--- src/rtl/qspi_seq_pkg.sv ---
package qspi_seq_pkg;

   localparam logic [5:0] OP_STOP  = 6'd0;
   localparam logic [5:0] OP_CMD   = 6'd1;
   localparam logic [5:0] OP_DUMMY = 6'd3;
   localparam logic [5:0] OP_MODE  = 6'd4;
   localparam logic [5:0] OP_READ  = 6'd7;
   localparam logic [5:0] OP_WRITE = 6'd8;

   typedef struct packed {
      logic [5:0] op;
      logic [1:0] width;
      logic [7:0] arg;
   } uinstr_t;

   typedef enum logic [2:0] {
      ST_IDLE, ST_FETCH, ST_TXWAIT, ST_SHIFT, ST_DUMMY, ST_END
   } eng_state_e;

   function automatic logic [3:0] beats_per_byte(input logic [1:0] width);
      case (width)
         2'd0:    return 4'd8;
         2'd1:    return 4'd4;
         default: return 4'd2;
      endcase
   endfunction

endpackage

--- src/rtl/qspi_seq_table.sv ---
module qspi_seq_table #(
   parameter int SEQS  = 16,
   parameter int SLOTS = 8
) (
   input  logic                             clk,
   input  logic                             rst_n,
   input  logic                             wr_en,
   input  logic [$clog2(SEQS*SLOTS/2)-1:0]  wr_addr,
   input  logic [31:0]                      wr_data,
   input  logic [$clog2(SEQS)-1:0]          rd_seq,
   input  logic [$clog2(SLOTS)-1:0]         rd_slot,
   output logic [15:0]                      rd_instr
);
   localparam int WORDS  = SEQS * SLOTS / 2;
   localparam int SLOT_W = $clog2(SLOTS);

   logic [31:0] words [WORDS];
   logic [31:0] sel_word;

   for (genvar w = 0; w < WORDS; w++) begin : g_word
      always_ff @(posedge clk or negedge rst_n) begin
         if (!rst_n)
            words[w] <= '0;
         else if (wr_en && (wr_addr == w[$clog2(WORDS)-1:0]))
            words[w] <= wr_data;
      end
   end

   // sequence N starts at word N*(SLOTS/2); slot pairs share a word
   assign sel_word = words[{rd_seq, rd_slot[SLOT_W-1:1]}];
   assign rd_instr = rd_slot[0] ? sel_word[31:16] : sel_word[15:0];

endmodule

--- src/rtl/qspi_lane_shift.sv ---
module qspi_lane_shift (
   input  logic [7:0] sreg,
   input  logic [1:0] width,
   input  logic [3:0] io_in,
   output logic [3:0] lane_out,
   output logic [3:0] lane_oe,
   output logic [7:0] sreg_next
);
   logic [3:0] cand_out [3];
   logic [3:0] cand_oe  [3];
   logic [7:0] cand_nxt [3];

   for (genvar g = 0; g < 3; g++) begin : g_lanes
      localparam int W = 1 << g;
      assign cand_out[g] = 4'(sreg[7 -: W]);
      assign cand_oe[g]  = 4'((1 << W) - 1);
      if (g == 0) begin : g_single
         // single-line reads come back on line 1
         assign cand_nxt[g] = {sreg[6:0], io_in[1]};
      end else begin : g_multi
         assign cand_nxt[g] = {sreg[7-W:0], io_in[W-1:0]};
      end
   end

   logic [1:0] sel;
   assign sel       = (width == 2'd0) ? 2'd0 : (width == 2'd1) ? 2'd1 : 2'd2;
   assign lane_out  = cand_out[sel];
   assign lane_oe   = cand_oe[sel];
   assign sreg_next = cand_nxt[sel];

endmodule

--- src/rtl/qspi_seq_engine.sv ---
module qspi_seq_engine #(
   parameter int SEQS      = 16,
   parameter int SLOTS     = 8,
   parameter int CNT_W     = 16,
   parameter int DUMMY_MAX = 64,
   parameter int TBL_AW    = $clog2(SEQS*SLOTS/2)
) (
   input  logic              clk,
   input  logic              rst_n,
   input  logic              tbl_we,
   input  logic [TBL_AW-1:0] tbl_addr,
   input  logic [31:0]       tbl_wdata,
   input  logic              trig_we,
   input  logic [31:0]       trig_word,
   input  logic              irq_en,
   input  logic              done_clr,
   output logic              busy,
   output logic              done,
   output logic              irq,
   input  logic [7:0]        tx_data,
   input  logic              tx_valid,
   output logic              tx_ready,
   output logic [7:0]        rx_data,
   output logic              rx_valid,
   output logic              cs_n,
   output logic              sck,
   output logic [3:0]        io_out,
   output logic [3:0]        io_oe,
   input  logic [3:0]        io_in
);
   import qspi_seq_pkg::*;

   localparam int SEQ_W  = $clog2(SEQS);
   localparam int SLOT_W = $clog2(SLOTS);
   localparam logic [7:0] DMAX_V = 8'(DUMMY_MAX);
   localparam logic [SLOT_W-1:0] LAST_SLOT = SLOT_W'(SLOTS - 1);

   if ((SLOTS % 2) != 0 || (1 << SLOT_W) != SLOTS) begin : g_bad_slots
      $error("SLOTS must be an even power of two");
   end
   if ((1 << SEQ_W) != SEQS || SEQ_W > 8) begin : g_bad_seqs
      $error("SEQS must be a power of two up to 256");
   end
   if (CNT_W > 24 || DUMMY_MAX > 255 || DUMMY_MAX < 1) begin : g_bad_misc
      $error("CNT_W must fit below bit 24 and DUMMY_MAX in 1..255");
   end
   if (TBL_AW != SEQ_W + SLOT_W - 1) begin : g_bad_aw
      $error("TBL_AW must match the table depth");
   end

   eng_state_e        state;
   logic [SEQ_W-1:0]  seq_r;
   logic [SLOT_W-1:0] slot_r;
   logic [CNT_W-1:0]  cnt_r, bytes_r;
   logic [5:0]        op_r;
   logic [1:0]        width_r;
   logic [7:0]        sreg;
   logic [3:0]        beats_r;
   logic [7:0]        dleft_r;
   logic              ph;
   uinstr_t           ins;
   logic [3:0]        lane_out, lane_oe;
   logic [7:0]        sreg_next;
   logic              drive;

   qspi_seq_table #(.SEQS(SEQS), .SLOTS(SLOTS)) u_table (
      .clk(clk), .rst_n(rst_n),
      .wr_en(tbl_we), .wr_addr(tbl_addr), .wr_data(tbl_wdata),
      .rd_seq(seq_r), .rd_slot(slot_r), .rd_instr(ins)
   );

   qspi_lane_shift u_lanes (
      .sreg(sreg), .width(width_r), .io_in(io_in),
      .lane_out(lane_out), .lane_oe(lane_oe), .sreg_next(sreg_next)
   );

   always_ff @(posedge clk or negedge rst_n) begin
      if (!rst_n) begin
         state    <= ST_IDLE;
         seq_r    <= '0;
         slot_r   <= '0;
         cnt_r    <= '0;
         bytes_r  <= '0;
         op_r     <= OP_STOP;
         width_r  <= '0;
         sreg     <= '0;
         beats_r  <= '0;
         dleft_r  <= '0;
         ph       <= 1'b0;
         cs_n     <= 1'b1;
         done     <= 1'b0;
         rx_valid <= 1'b0;
         rx_data  <= '0;
      end else begin
         rx_valid <= 1'b0;
         if (done_clr)
            done <= 1'b0;
         case (state)
            ST_IDLE: begin
               if (trig_we) begin
                  seq_r  <= trig_word[24 +: SEQ_W];
                  cnt_r  <= trig_word[CNT_W-1:0];
                  slot_r <= '0;
                  cs_n   <= 1'b0;
                  state  <= ST_FETCH;
               end
            end
            ST_FETCH: begin
               op_r    <= ins.op;
               width_r <= ins.width;
               ph      <= 1'b0;
               case (ins.op)
                  OP_STOP: state <= ST_END;
                  OP_CMD, OP_MODE: begin
                     sreg    <= ins.arg;
                     beats_r <= beats_per_byte(ins.width);
                     state   <= ST_SHIFT;
                  end
                  OP_DUMMY: begin
                     if (ins.arg == 8'd0) begin
                        slot_r <= slot_r + 1'b1;
                        state  <= (slot_r == LAST_SLOT) ? ST_END : ST_FETCH;
                     end else begin
                        dleft_r <= (ins.arg > DMAX_V) ? DMAX_V : ins.arg;
                        state   <= ST_DUMMY;
                     end
                  end
                  OP_READ, OP_WRITE: begin
                     if (cnt_r == '0) begin
                        slot_r <= slot_r + 1'b1;
                        state  <= (slot_r == LAST_SLOT) ? ST_END : ST_FETCH;
                     end else begin
                        bytes_r <= cnt_r;
                        beats_r <= beats_per_byte(ins.width);
                        state   <= (ins.op == OP_READ) ? ST_SHIFT : ST_TXWAIT;
                     end
                  end
                  default: begin
                     slot_r <= slot_r + 1'b1;
                     state  <= (slot_r == LAST_SLOT) ? ST_END : ST_FETCH;
                  end
               endcase
            end
            ST_TXWAIT: begin
               if (tx_valid) begin
                  sreg    <= tx_data;
                  beats_r <= beats_per_byte(width_r);
                  ph      <= 1'b0;
                  state   <= ST_SHIFT;
               end
            end
            ST_SHIFT: begin
               ph <= ~ph;
               if (ph) begin
                  sreg    <= sreg_next;
                  beats_r <= beats_r - 1'b1;
                  if (beats_r == 4'd1) begin
                     if (op_r == OP_READ) begin
                        rx_valid <= 1'b1;
                        rx_data  <= sreg_next;
                     end
                     if ((op_r == OP_READ || op_r == OP_WRITE) && bytes_r != CNT_W'(1)) begin
                        bytes_r <= bytes_r - 1'b1;
                        beats_r <= beats_per_byte(width_r);
                        if (op_r == OP_WRITE)
                           state <= ST_TXWAIT;
                     end else begin
                        slot_r <= slot_r + 1'b1;
                        state  <= (slot_r == LAST_SLOT) ? ST_END : ST_FETCH;
                     end
                  end
               end
            end
            ST_DUMMY: begin
               ph <= ~ph;
               if (ph) begin
                  dleft_r <= dleft_r - 1'b1;
                  if (dleft_r == 8'd1) begin
                     slot_r <= slot_r + 1'b1;
                     state  <= (slot_r == LAST_SLOT) ? ST_END : ST_FETCH;
                  end
               end
            end
            ST_END: begin
               cs_n  <= 1'b1;
               done  <= 1'b1;
               state <= ST_IDLE;
            end
            default: state <= ST_IDLE;
         endcase
      end
   end

   assign drive    = (state == ST_SHIFT) && (op_r != OP_READ);
   assign io_out   = drive ? lane_out : 4'b0000;
   assign io_oe    = drive ? lane_oe : 4'b0000;
   assign sck      = ph;
   assign busy     = (state != ST_IDLE);
   assign tx_ready = (state == ST_TXWAIT);
   assign irq      = done & irq_en;


   idle_pins_chk: assert property (@(posedge clk) disable iff (!rst_n)
      (state == ST_IDLE) |-> (cs_n && !sck));


   dummy_quiet_chk: assert property (@(posedge clk) disable iff (!rst_n)
      (state == ST_DUMMY) |-> (io_oe == 4'b0000));


   rx_origin_chk: assert property (@(posedge clk) disable iff (!rst_n)
      rx_valid |-> (op_r == OP_READ && io_oe == 4'b0000 && !cs_n));


   retrigger_chk: assert property (@(posedge clk) disable iff (!rst_n)
      (busy && trig_we) |=> $stable(seq_r) && $stable(cnt_r));


   done_w1c_chk: assert property (@(posedge clk) disable iff (!rst_n)
      (done && done_clr && state != ST_END) |=> !done);


   finish_chk: assert property (@(posedge clk) disable iff (!rst_n)
      $rose(done) |-> (cs_n && !busy));


   lane_count_chk: assert property (@(posedge clk) disable iff (!rst_n)
      (io_oe != 4'b0000) |-> ($countones(io_oe) == 1 || $countones(io_oe) == 2
                              || $countones(io_oe) == 4));

endmodule

--- config.mk ---
export PLATFORM = sky130hd
export DESIGN_NAME = qspi_seq_engine
export DESIGN_NICKNAME = d
export VERILOG_FILES = /design/src/rtl/qspi_seq_pkg.sv /design/src/rtl/qspi_seq_table.sv /design/src/rtl/qspi_lane_shift.sv /design/src/rtl/qspi_seq_engine.sv
export SDC_FILE = /design/constraint.sdc
export NUM_CORES = 2
export LEC_CHECK = 0
export CORE_ASPECT_RATIO = 1.1
export CORE_MARGIN = 2
export CORE_UTILIZATION = 25
export DETAILED_ROUTE_END_ITERATION = 10
export GPL_TIMING_DRIVEN = 0
export MAX_ROUTING_LAYER = met4
export PLACE_DENSITY = 0.41
export SETUP_SLACK_MARGIN = 0.1
export SLEW_MARGIN = 20
export SYNTH_ARGS = -nofsm -noshare
export SYNTH_HDL_FRONTEND = slang
export SYNTH_SLANG_ARGS = --single-unit
--- constraint.sdc ---
create_clock -name clk -period 4.8 [get_ports clk]
set_clock_uncertainty 0.15 [all_clocks]
set_input_delay 0.72 -clock clk [delete_from_list [all_inputs] [get_ports clk]]
set_output_delay 0.72 -clock clk [all_outputs]
set_load 0.05 [all_outputs]
# [Word-level counts from Yosys, hierarchy flattened]
# Index checks and enable logic that the tools add are counted.
[classes] n_addsub=4 magnitude_cmp=3 eq_ne=101 n_mux=75 n_bitwise=4 n_reduce_logical=96
[ops] operator="32-bit binary-select mux with 6-bit select" n=1
[ops] operator="6-bit == test, second input constant" n=32
[ops] operator="6-bit by 5-bit == test with 1-bit output, second input constant" n=16
[ops] operator="16-bit two-way mux" n=6
[ops] operator="8-bit two-way mux" n=9
[ops] operator="1-bit logical AND" n=66
[ops] operator="32-bit two-way mux" n=2
[ops] operator="6-bit by 4-bit == test with 1-bit output, second input constant" n=10
[ops] operator="3-bit two-way mux" n=19
[ops] operator="4-bit two-way mux" n=11
[ops] operator="6-bit by 3-bit == test with 1-bit output, second input constant" n=7
[ops] operator="16-bit one-hot mux with 2 select lines" n=1
[ops] operator="2-bit inequality test, second input constant" n=12
[ops] operator="3-bit one-hot mux with 4 select lines" n=2
[ops] operator="4-bit one-hot mux with 2 select lines" n=3
[ops] operator="8-bit one-hot mux with 3 select lines" n=1
[ops] operator="6-bit by 2-bit == test with 1-bit output, second input constant" n=3
[ops] operator="4-bit binary-select mux with 2-bit select" n=2
[ops] operator="8-bit binary-select mux with 2-bit select" n=1
[ops] operator="16-bit zero test" n=1
[ops] operator="16-bit by 1-bit inequality test with 1-bit output, second input constant" n=1
[ops] operator="8-bit one-hot mux with 2 select lines" n=1
[ops] operator="16-bit by 1-bit subtractor with 16-bit output, second input constant" n=1
[ops] operator="3-bit one-hot mux with 5 select lines" n=1
[ops] operator="other kinds (43)" n=74
[word_totals] regBits=2130 inputBits=89 output_inout_bits=23 elab_cells=362

# [Depth between registers and ports, before layout]
[depth] depth_word=10 ltp_mapped=19 ltp_nobuf=12

# [Hierarchy]
# Synthesis repeated with hierarchy kept, for this count alone.
[unflattened] hier_cells=5986 area_unflattened_um2=97163.2
[modules_own_cells] mod="qspi_seq_table" instances=1 cells_per_inst=5451 area_per_inst_um2=92281.0 seq_area_each_um2=51249.2
[modules_own_cells] mod="qspi_seq_engine" instances=1 cells_per_inst=498 area_per_inst_um2=4628.2 seq_area_each_um2=2053.2
[modules_own_cells] mod="qspi_lane_shift" instances=1 cells_per_inst=37 area_per_inst_um2=254.0 seq_area_each_um2=0.0

# [Worst setup path before layout]
# OpenSTA, ideal clock, no wires.
[synth_timing] kind="register -> register" startpoint="register slot_r[2]" endpoint="register beats_r[2]" setup_ns=0.125 t_arrival_ns=3.750 required_ns=4.525 setup_slack_ns=0.775 path_stages_with_launch=16 n_path_buf=7 period_less_slack_ns=4.025 path_cell_list="dfrtp_1 -> buf_4 -> buf_4 -> buf_4 -> buf_2 -> buf_2 -> buf_2 -> buf_1 -> mux4_2 -> mux4_2 -> mux4_2 -> mux2i_1 -> inv_1 -> nand3_1 -> o21ai_0 -> mux2_2"
[synth_between] elab_chain_cells=10 word_cells_on_any_way=20 cone_classes="eq/ne: 7; mux: 8; bitwise: 1; reduce/logical: 4"
[synth_rtl] item="start: declaration" line_no="qspi_seq_engine.sv:53" source="logic [SLOT_W-1:0] slot_r;"
[synth_rtl] item="start signal: assignment" line_no="qspi_seq_engine.sv:121" source="slot_r <= slot_r + 1'b1;"
[synth_rtl] item="start signal: assignment" line_no="qspi_seq_engine.sv:130" source="slot_r <= slot_r + 1'b1;"
[synth_rtl] item="start signal: assignment" line_no="qspi_seq_engine.sv:139" source="slot_r <= slot_r + 1'b1;"
[synth_rtl] item="6-bit inverter with 7-bit output (implied by the code) (*)" line_no="qspi_seq_table.sv:30" source="assign sel_word = words[{rd_seq, rd_slot[SLOT_W-1:1]}];"
[synth_rtl] item="32-bit binary-select mux with 6-bit select (*)" line_no="qspi_seq_table.sv:30"
[synth_rtl] item="32-bit two-way mux (implied by the code) (*) (2 in a row)" line_no="qspi_seq_table.sv:30"
[synth_rtl] item="16-bit two-way mux (*)" line_no="qspi_seq_table.sv:31" source="assign rd_instr = rd_slot[0] ? sel_word[31:16] : sel_word[15:0];"
[synth_rtl] item="2-bit by 1-bit == test with 1-bit output / 2-bit zero test (equally long branches)" line_no="qspi_seq_pkg.sv:21" source="case (width)"
[synth_rtl] item="4-bit one-hot mux with 2 select lines" line_no="qspi_seq_pkg.sv:21"
[synth_rtl] item="4-bit two-way mux" line_no="qspi_seq_engine.sv:129" source="if (cnt_r == '0) begin"
[synth_rtl] item="4-bit one-hot mux with 2 select lines" line_no="qspi_seq_engine.sv:112" source="case (ins.op)"
[synth_rtl] item="4-bit one-hot mux with 3 select lines" line_no="qspi_seq_engine.sv:98" source="case (state)"
[synth_rtl] item="end signal: assignment" line_no="qspi_seq_engine.sv:116" source="beats_r <= beats_per_byte(ins.width);"
[synth_rtl] item="end signal: assignment" line_no="qspi_seq_engine.sv:134" source="beats_r <= beats_per_byte(ins.width);"
[synth_rtl] item="end signal: assignment" line_no="qspi_seq_engine.sv:147" source="beats_r <= beats_per_byte(width_r);"
[synth_rtl] item="end: declaration" line_no="qspi_seq_engine.sv:58" source="logic [3:0] beats_r;"
# Every way passes the cells marked *; elsewhere a longest branch is shown, timed or not. The select of a mux whose other input is x is not followed.
# A chain may end at the register's enable or synchronous reset.

# [Worst setup path after layout]
# Same ends and word-level chain as after synthesis.

==> impl_metrics.yaml <==
critical_path:
  worstPathArrival_ns: 5.35
  worstReg2RegEnd: "beats_r[2]$_DFFE_PN0P_"
  end_kind: "flip-flop"
  criticalPathCategory: "reg2reg"
  crit_path_cell_trace: "buf_12 -> buf_16 -> buf_12 -> buf_16 -> buf_16 -> buf_12 -> clkbuf_8 -> buf_12 -> mux4_2 -> mux4_2 -> mux4_2 -> mux2i_4 -> inv_1 -> nand3_1 -> o21ai_0 -> mux2_2"
  r2r.worst_path.cells: 16
  crit_required_ns: 5.42
  cpMaxStageDelayCell: "mux4_2"
  reg2reg_slack_ns: 0.07
  path_common_cell: "buf_12"
  critPathMaxStageDelay_ns: 0.61
  crit_path_start_kind: "flip-flop"
  cp_top_family: "multiplexers"
  critical_path.max_fanout: 12
  r2r-start: "slot_r[2]$_DFFE_PN0P_"
  crit_buf_inv: 9
  cp.depth: 16
run:
  drv_cap: 0
logic_synthesis:
  synth_edf_count: 0
  ys_warn_count: 0
  ys.flop_type: "dfrtp_1"
  ys_ff_latch: 2130
  synthArstFlopShare_pct: 100
  netlist_instances: 6476
  syn_area_sq_um: 97700
  avgSynthCellArea_sq_um: 15.1
  ys_types: 73
  synth_nets: 6573
  ys_seq_area_share_pct: 54.6
sta:
  final_hold_viol_count: 0
  rsz0062_at_grt: "true"
  maxSlewViolCount: 0
  setup_viol: 0
  slew_headroom_pct: 18.3
  period_minus_slack_ns: 4.73
  final.setup.tns_ns: 0
  fmax_mhz: 211
  whs_ns: 0.214
  worst_pin_slew_ns: 1.23
  post-route-period-util_pct: 98.5
grt:
  globalRouteOverflowTotal: 0
  antenna_found_initial: 52
  track_usage_pct: 24.8
  grt_pass1_vias: 66400
  grt_max_degree: 148
  grt_pass1_wl_microns: 638000
min_path:
  hp-class: "in2reg"
  min_to: "u_table.words[265]$_DFFE_PN0P_"
  min_from: "tbl_wdata[9]"
  holdPathStages: 2
drt:
  routed_via_density: 5.22
  dr.pass1.iters: 8
  vias: 65400
  dr.first_iter.drc_count: 6622
  drc: 0
  ant_nets: 0
  drt_wl_total_microns: 484000
  wl_per_cell_microns: 38.7
floorplan:
  rows: 240
  core_area_sq_um: 389000
  io_pins: 112
  die_area_sq_um: 396000
  die_h_microns: 660
  initial_utilization_pct: 25.1
  die_x_microns: 600
cells_and_area:
  utilization_pct: 31.1
  final_cell_mix: "mux2_2, dfrtp_1, mux4_2, clkbuf_1, clkbuf_16"
  final_common_cell: "mux2_2"
  area_growth_pct: 23.7
  fillers: 38500
  multi_input_area_sq_um: 42200
  regArea_sq_um: 53300
  layout-drive-gt1-share_pct: 51.9
  fin_nets: 7167
clock_network:
  cts.clk_slew.worst_paths_ns: 0.06
  cts.sinks: 2130
  insertion_delay_ns: 0.92
  cts_root_buf: "clkbuf_16"
  cts.path.max_buffers: 4
  cts_tree: "done"
  cts-htree-levels: 5
  cts_made_buffers: 266
power:
  powerDensity_nw_per_um2: 561
  ir_drop_mv: 0.450
  finalPower_uw: 67700
  leakage_uw: 0.0539
place:
  gp_congestion: 0.949
  portBuffers: 66
  dpl.hpwl_microns: 337000
run_status:
  status: "finished, final reports clean"
[state kept, by name, indices dropped and copies added, names as in the netlist]
signal and flops:
beats_r 4, sreg 8, state 3, cs_n 1, cnt_r 16, sck 1, rx_valid 1, u_table.words 2048
width_r 2, op_r 6, done 1, slot_r 3, bytes_r 16, rx_data 8, dleft_r 8, seq_r 4
[worst reg2reg max path, delay by kind of cell, from the launching register on]
kind            cells  cell delay [ns]
flops               1             0.41
simple gates        1             0.08
mux                 5             2.02
compound gates      1             0.11
buf+inv             9             1.85
[what timing repair did]
action	4_1_cts	5_1_grt
gates cloned	2	1
endpoints found under the setup margin	195	41
resized for setup	445	67
hold buffers	5	0
endpoints found under the hold margin	124	0
pin swaps	19	19
buffers inserted	89	22
[worst max path at each step]
stage,to,slack [ns],start
floorplan,beats_r[2]$_DFFE_PN0P_,0.78,slot_r[2]$_DFFE_PN0P_
global placement,u_table.words[306]$_DFFE_PN0P_,-96.65,rst_n
detailed placement,slot_r[0]$_DFFE_PN0P_,-3.13,slot_r[2]$_DFFE_PN0P_
CTS,beats_r[2]$_DFFE_PN0P_,0.03,slot_r[2]$_DFFE_PN0P_
global route,beats_r[3]$_DFFE_PN0P_,0.05,slot_r[1]$_DFFE_PN0P_
finish,beats_r[2]$_DFFE_PN0P_,0.07,slot_r[2]$_DFFE_PN0P_
[cells in the mapped netlist, drive strengths merged, types with 17 or more instances]
| master | number | area [sq um] |
|---|---|---|
| clkbuf | 338 | 1270 |
| mux2i | 125 | 1260 |
| nor3 | 30 | 166 |
| inv | 25 | 93.8 |
| o22ai | 62 | 394 |
| nor2 | 124 | 465 |
| a21oi | 55 | 275 |
| nand3 | 44 | 220 |
| nor2b | 29 | 181 |
| o21ai | 89 | 445 |
| a22oi | 60 | 450 |
| a2111oi | 17 | 155 |
| mux2 | 2139 | 24100 |
| mux4 | 493 | 11100 |
| nand2 | 200 | 751 |
| nand4 | 22 | 138 |
| buf | 297 | 1440 |
| a211oi | 21 | 158 |
| dfrtp | 2129 | 53300 |
| nand2b | 19 | 119 |
[kinds of logic (layout without fill, tap and decap cells)]
family	Yosys count	count (layout)	synth area share [%]
adders and majority gates	8	8	0.102
xor gates and xnor gates	4	4	0.0359
and+or+nand+nor	540	540	2.59
buffers and inverters	660	1450	2.86
muxes	2757	2757	37.3
AOI/OAI and AO/OA	377	377	2.54
DFF	2130	2130	54.6
other	0	44	0
[layout make-up]
type                    instances  share of cell area [%]
diodes                         44                  0.0911
multi-input cells            3686                    34.9
flip-flops and latches       2130                    44.1
plain buffers                 634                    3.75
well taps                    5203                    5.39
clock buffers                 403                    6.61
inverters                      25                  0.0880
repair buffers                327                    4.54
clock inverters                61                   0.515
[metrics by stage]
stage | worst slack [ns] | instance area (sq um) | cells
finish | 0.0701 | 121000 | 12500
global route | 0.0466 | 121000 | 12500
CTS | 0.0273 | 120000 | 12400
detailed placement | -3.13 | 109000 | 11900
global placement | -96.65 | 105000 | 11700
floorplan | 0.775 | 97700 | 6476
[metal layers]
layer / global-route usage, % / wire length, microns
met1: 31.1 / 201000
met2: 38.5 / 225000
met3: 4.61 / 30000
met4: 12.2 / 28000
met5: - / 0
[power breakdown]
part	internal (uW)	total, uW	switching, uW
sequential	20500	22000	1450
clock	11900	20300	8450
combinational	10200	25400	15300
No activity file was read; power rests on OpenSTA's default activity.
